--- src/rtl/exc_entry_pkg.sv ---
package exc_entry_pkg;
    localparam int XLEN       = 32;
    localparam int VEC_W      = 8;
    localparam int SR_W       = 16;
    localparam int FMT_W      = 4;
    localparam int WORD_BYTES = XLEN / 8;
    localparam int ALIGN_BITS = $clog2(WORD_BYTES);
    localparam int BASE_LSB   = 20;

    typedef enum logic [2:0] {
        ST_IDLE,
        ST_ALIGN,
        ST_PUSH_PC,
        ST_PUSH_SR,
        ST_READ_VECTOR,
        ST_REDIRECT
    } seq_state_e;

    typedef struct packed {
        logic [VEC_W-1:0] vec;
        logic [XLEN-1:0]  pc;
        logic [SR_W-1:0]  sr;
        logic [XLEN-1:0]  ssp;
        logic [XLEN-1:0]  vbr;
    } exc_req_t;
endpackage

--- src/rtl/exc_pc_select.sv ---
module exc_pc_select
    import exc_entry_pkg::*;
#(
    parameter int FIRST_PERIPH = 64,
    parameter int LAST_VALID   = 102
) (
    input  logic [VEC_W-1:0] vec,
    input  logic [XLEN-1:0]  fault_pc,
    input  logic [XLEN-1:0]  next_pc,
    output logic [XLEN-1:0]  stacked_pc,
    output logic             vec_bad
);
    localparam int FIRST_STACKED = 2;

    logic use_next;

    always_comb begin
        use_next = 1'b0;
        unique case (int'(vec))
            9, 12, 24: use_next = 1'b1;
            default:   use_next = (int'(vec) >= FIRST_PERIPH) && (int'(vec) <= LAST_VALID);
        endcase
        vec_bad    = (int'(vec) < FIRST_STACKED) || (int'(vec) > LAST_VALID);
        stacked_pc = use_next ? next_pc : fault_pc;
    end
endmodule

--- src/rtl/exc_frame_gen.sv ---
module exc_frame_gen
    import exc_entry_pkg::*;
(
    input  logic [XLEN-1:0]  ssp,
    input  logic [XLEN-1:0]  vbr,
    input  logic [VEC_W-1:0] vec,
    input  logic [SR_W-1:0]  sr,
    output logic [XLEN-1:0]  pc_slot,
    output logic [XLEN-1:0]  fv_slot,
    output logic [XLEN-1:0]  fv_word,
    output logic [XLEN-1:0]  vec_addr
);
    localparam int PAD_W  = XLEN - FMT_W - VEC_W - SR_W;
    localparam int IDX_HI = BASE_LSB - VEC_W - ALIGN_BITS;

    logic [XLEN-1:0]  aligned;
    logic [FMT_W-1:0] fmt;

    always_comb begin
        aligned  = {ssp[XLEN-1:ALIGN_BITS], {ALIGN_BITS{1'b0}}};
        fmt      = FMT_W'(WORD_BYTES) + FMT_W'(ssp[ALIGN_BITS-1:0]);
        pc_slot  = aligned - XLEN'(WORD_BYTES);
        fv_slot  = aligned - XLEN'(2 * WORD_BYTES);
        fv_word  = {fmt, {PAD_W{1'b0}}, vec, sr};
        vec_addr = {vbr[XLEN-1:BASE_LSB], {IDX_HI{1'b0}}, vec, {ALIGN_BITS{1'b0}}};
    end
endmodule

--- src/rtl/exc_entry_seq.sv ---
module exc_entry_seq
    import exc_entry_pkg::*;
#(
    parameter int FIRST_PERIPH = 64,
    parameter int LAST_VALID   = 102
) (
    input  logic             clk,
    input  logic             rst_n,
    input  logic             req_valid,
    output logic             req_ready,
    input  logic [VEC_W-1:0] req_vector,
    input  logic [XLEN-1:0]  fault_pc,
    input  logic [XLEN-1:0]  next_pc,
    input  logic [SR_W-1:0]  sr_in,
    input  logic [XLEN-1:0]  ssp_in,
    input  logic [XLEN-1:0]  vbr_in,
    output logic             mem_req,
    output logic             mem_we,
    output logic [XLEN-1:0]  mem_addr,
    output logic [XLEN-1:0]  mem_wdata,
    input  logic [XLEN-1:0]  mem_rdata,
    input  logic             mem_ready,
    output logic             redirect_valid,
    output logic [XLEN-1:0]  redirect_pc,
    output logic [XLEN-1:0]  ssp_out,
    output logic             vec_error
);
    seq_state_e      state_q, state_d;
    exc_req_t        req_q;
    logic [XLEN-1:0] pc_slot_q, fv_slot_q, fv_word_q, vec_addr_q, handler_q;
    logic            err_q;

    logic [XLEN-1:0] sel_pc;
    logic            sel_bad;
    logic [XLEN-1:0] gen_pc_slot, gen_fv_slot, gen_fv_word, gen_vec_addr;
    logic            take;

    exc_pc_select #(
        .FIRST_PERIPH (FIRST_PERIPH),
        .LAST_VALID   (LAST_VALID)
    ) u_pc_select (
        .vec        (req_vector),
        .fault_pc   (fault_pc),
        .next_pc    (next_pc),
        .stacked_pc (sel_pc),
        .vec_bad    (sel_bad)
    );

    exc_frame_gen u_frame_gen (
        .ssp      (req_q.ssp),
        .vbr      (req_q.vbr),
        .vec      (req_q.vec),
        .sr       (req_q.sr),
        .pc_slot  (gen_pc_slot),
        .fv_slot  (gen_fv_slot),
        .fv_word  (gen_fv_word),
        .vec_addr (gen_vec_addr)
    );

    assign take = req_valid && (state_q == ST_IDLE);

    // Next-state logic
    always_comb begin
        state_d = state_q;
        unique case (state_q)
            ST_IDLE:        if (take && !sel_bad) state_d = ST_ALIGN;
            ST_ALIGN:       state_d = ST_PUSH_PC;
            ST_PUSH_PC:     if (mem_ready) state_d = ST_PUSH_SR;
            ST_PUSH_SR:     if (mem_ready) state_d = ST_READ_VECTOR;
            ST_READ_VECTOR: if (mem_ready) state_d = ST_REDIRECT;
            ST_REDIRECT:    state_d = ST_IDLE;
            default:        state_d = ST_IDLE;
        endcase
    end

    // State register and datapath registers
    always_ff @(posedge clk or negedge rst_n) begin
        if (!rst_n) begin
            state_q    <= ST_IDLE;
            req_q      <= '0;
            pc_slot_q  <= '0;
            fv_slot_q  <= '0;
            fv_word_q  <= '0;
            vec_addr_q <= '0;
            handler_q  <= '0;
            err_q      <= 1'b0;
        end else begin
            state_q <= state_d;
            err_q   <= take && sel_bad;
            if (take && !sel_bad) begin
                req_q.vec <= req_vector;
                req_q.pc  <= sel_pc;
                req_q.sr  <= sr_in;
                req_q.ssp <= ssp_in;
                req_q.vbr <= vbr_in;
            end
            if (state_q == ST_ALIGN) begin
                pc_slot_q  <= gen_pc_slot;
                fv_slot_q  <= gen_fv_slot;
                fv_word_q  <= gen_fv_word;
                vec_addr_q <= gen_vec_addr;
            end
            if (state_q == ST_READ_VECTOR && mem_ready) begin
                handler_q <= mem_rdata;
            end
        end
    end

    // Outputs
    always_comb begin
        req_ready      = 1'b0;
        mem_req        = 1'b0;
        mem_we         = 1'b0;
        mem_addr       = '0;
        mem_wdata      = '0;
        redirect_valid = 1'b0;
        unique case (state_q)
            ST_IDLE:        req_ready = 1'b1;
            ST_ALIGN:       ;
            ST_PUSH_PC: begin
                mem_req   = 1'b1;
                mem_we    = 1'b1;
                mem_addr  = pc_slot_q;
                mem_wdata = req_q.pc;
            end
            ST_PUSH_SR: begin
                mem_req   = 1'b1;
                mem_we    = 1'b1;
                mem_addr  = fv_slot_q;
                mem_wdata = fv_word_q;
            end
            ST_READ_VECTOR: begin
                mem_req  = 1'b1;
                mem_addr = vec_addr_q;
            end
            ST_REDIRECT:    redirect_valid = 1'b1;
            default:        ;
        endcase
        redirect_pc = handler_q;
        ssp_out     = fv_slot_q;
        vec_error   = err_q;
    end
endmodule

--- config.mk ---
export PLATFORM = sky130hd
export DESIGN_NAME = exc_entry_seq
export DESIGN_NICKNAME = d
export VERILOG_FILES = /design/src/rtl/exc_entry_pkg.sv /design/src/rtl/exc_pc_select.sv /design/src/rtl/exc_frame_gen.sv /design/src/rtl/exc_entry_seq.sv
export SDC_FILE = /design/constraint.sdc
export NUM_CORES = 1
export LEC_CHECK = 0
export BUFFER_PORTS_ARGS = -buffer_cell sky130_fd_sc_hd__buf_2
export CAP_MARGIN = 20
export CORE_ASPECT_RATIO = 1.2
export CORE_MARGIN = 1.5
export CORE_UTILIZATION = 30
export CTS_CLUSTER_SIZE = 12
export DETAILED_ROUTE_END_ITERATION = 7
export HOLD_SLACK_MARGIN = 0.02
export SETUP_SLACK_MARGIN = 0.15
export SLEW_MARGIN = 20
export SYNTH_ARGS = -nofsm -noshare
export SYNTH_HDL_FRONTEND = slang
export SYNTH_SLANG_ARGS = --single-unit
export TNS_END_PERCENT = 5
--- constraint.sdc ---
create_clock -name clk -period 4.2 [get_ports clk]
set_clock_uncertainty 0.1 [all_clocks]
set_input_delay 0.42 -clock clk [delete_from_list [all_inputs] [get_ports clk]]
set_output_delay 0.42 -clock clk [all_outputs]
set_load 0.02 [all_outputs]
==> results.ini <==
[detailed_routing]
drc_errors = 0
via_count = 10060
ant_nets = 0
drt_iter0_markers = 597
vias_per_cell = 5.052
wl_per_cell_um = 18.16
drt_first_pass_iters = 5
wirelength_um = 36170

[logic_synthesis]
synthDistinctLibCells = 53
ys_warn_count = 0
syn_area_um2 = 11460
syn_area_per_cell_um2 = 9.907
ys_ff_latch = 235
synth-edff-count = 0
synthFlopType = dfrtp_1
synth_seq_area_share = 0.5130
async_flop_share = 1.000
synthCells = 1157

[floorplan]
core_area_um2 = 37770
io_pins = 321
num_rows = 78
die_h_um = 217.1
dieArea_um2 = 39390
start_util = 0.3035
die_w_um = 181.4

[setup_path]
critPathBufInv = 1
crit_chain = nor2_1, and2_1, nand2_1, o21ai_0, buf_2
cp.required_ns = 3.68
worst-path-stages = 5
cp_top_family = simple AND/OR/NAND/NOR gates
cp-end-kind = output pin
slowest_delay_ns = 0.79
reg2reg_slack_ns = 1.29
crit_slowest_cell = and2_1
path_class = flop to output pin
crit_arrival_ns = 2.81
reg2reg_depth = 5
path_max_fanout = 28
startpoint_type = flop

[timing]
setup-tns-final_ns = 0
setup_viol = 0
drv_slew = 0
finalHoldViolCount = 0
worst_pin_slew_ns = 1.078
period_share = 0.7923
rsz0062_at_grt = no
fin_crit_ns = 3.328
fmax_ghz = 0.3005
slew_headroom = 0.2815

[power]
p_seq_frac = 0.381
power_density_nw_per_um2 = 749.9
clkPwrFrac = 0.208
switching_share = 0.4220
leakagePower_nw = 7.035
p_int_w = 0.006547
vdd.ir_drop.worst_mv = 0.4872
p_sw_w = 0.004780
comb_power_share = 0.412

[global_routing]
grt-busiest-layer = met2
gr-usage-met1 = 0.2188
antenna_found_initial = 2
grt_first_pass_wirelength_um = 55920
grt_max_degree = 124
met3_usage = 0.02995
gr-usage-all-layers = 0.1795
grt_use_met2 = 0.3182
grt_overflow = 0
grt_pass1_vias = 9974

[layout]
nNetsFinal = 1680
final_core_util = 0.4000
nFillCells = 3715
final_common_cell = buf_2
drive_gt1_frac = 0.2921
area_growth_pct = 31.79
final_cell_mix = buf_2 (295), dfrtp_1 (234), nand2_1 (192), o21ai_0 (95), dlygate4sd3_1 (90)

[placement]
dp_hpwl_um = 24550
port_buffers = 296
gp_congestion = 0.8004

[run]
max-cap-violations = 0

[min_path]
holdPathStages = 3
min_path_type = primary input to flop

[status]
status = finished clean

[clocking]
worstSkewPairLatency_ns = 0.53
cts_buffer_depth = 3
cts_resized = 0
clk_pin_slew_ns = 0.06
cts_tree = yes
htreeDepth = 1
ctsRootBufferMaster = clkbuf_16
numCtsBuffers = 27
cts.sinks = 235

## worst register-to-register path, stage by stage, from the launching register on
cell	delay (ns)
dfrtp_4	0.69
or4b_4	0.59
a211oi_4	0.18
and2_4	0.49
buf_12	0.36
mux2_2	0.40
## layout make-up
type	count	area, um^2	share of cell area
Antenna cell	1	2.502	0.0001657
Clock buffer	40	784.5	0.05193
Clock inverter	9	101.3	0.006709
Inverter	6	22.52	0.001491
Multi-Input combinational cell	816	5145	0.3406
Sequential cell	235	5884	0.3895
Tap cell	480	600.6	0.03976
Timing Repair Buffer	404	2565	0.1698
## registers in the layout (all words and copies together), names as in the netlist
signal	flops
vec_addr_q	20
ssp_out	30
req_q	100
fv_word_q	19
state_q	3
redirect_pc	32
pc_slot_q	30
vec_error	1
## power groups by stage
stage	logic (W)	clock network (W)	registers (W)
3_5_place_dp	0.00463	0	0.00433
3_3_place_gp	0.00457	0	0.00429
2_1_floorplan	0.00307	0	0.00414
4_1_cts	0.00472	0.00242	0.00430
6_report	0.00466	0.00235	0.00431
5_1_grt	0.00513	0.00253	0.00445
## synth_stat cells (3+ instances only)
cell | n | area (um^2)
mux2_1 | 31 | 349.1
o311ai_0 | 12 | 105.1
and3_1 | 6 | 37.54
a21oi_1 | 34 | 170.2
nand2_1 | 192 | 720.7
and4_1 | 4 | 35.03
buf_2 | 3 | 15.01
a31oi_1 | 47 | 294.0
xor2_1 | 16 | 140.1
dfrtp_1 | 235 | 5881
nand3_1 | 63 | 315.3
nor4_1 | 8 | 50.05
buf_4 | 6 | 45.04
buf_6 | 8 | 90.09
nor3_1 | 8 | 40.04
buf_1 | 3 | 11.26
o31ai_1 | 6 | 45.04
or3_1 | 10 | 62.56
xnor2_1 | 11 | 96.34
nor4_2 | 3 | 37.54
clkbuf_1 | 83 | 311.6
or4_1 | 12 | 90.09
and2_1 | 11 | 68.82
mux2i_1 | 57 | 570.6
nand4_1 | 20 | 125.1
mux2_2 | 65 | 732.0
inv_1 | 5 | 18.77
nor2_1 | 75 | 281.5
o21ai_0 | 95 | 475.5
## per-stage QoR
stage	worst slack [ns]	cells	hold WS, ns	instance area [um^2]	total power, W
after floorplan	1.814	1160	0.02441	11470	0.007213
after global placement	1.266	1851	0.3439	13310	0.008866
after detailed placement	1.256	1851	0.3461	13310	0.008967
after CTS	0.8055	1990	0.02116	15090	0.01144
after global routing	0.6587	1990	0.03561	15100	0.01210
final	0.8724	1991	0.03854	15110	0.01133
## cell families after synthesis
family / count (synthesis) / share of synthesized area
flip-flops: 235 / 0.5130
other: 1 / 0.0003272
multiplexers: 153 / 0.1441
AND/OR/NAND/NOR: 425 / 0.1719
buffers and inverters: 109 / 0.04323
XOR/XNOR: 27 / 0.02063
AO/OA/AOI/OAI: 205 / 0.1046
adder cells (fa/ha/maj): 2 / 0.002183
## path summary, 6_finish.rpt
path                                   end  startpoint
min                              req_q[34]   ssp_in[2]
max                            mem_addr[8]  state_q[0]
max in group asynchronous        req_q[34]       rst_n
min in group asynchronous  redirect_pc[14]       rst_n
max reg2reg                      req_q[20]  state_q[0]
min reg2reg                  fv_word_q[10]   req_q[74]
## routing by layer
metal,up-vias,part of all wire
met1,4851,0.41
met3,67,0.064
met5,-,0
met2,406,0.50
met4,0,0.032
li1,4735,-
## timing repair
action / 4_1_cts / 5_1_grt
buffers inserted: 0 / 0
endpoints found under the hold margin: 209 / 0
hold buffers: 90 / 0
Power figures use the tool's default switching activity.
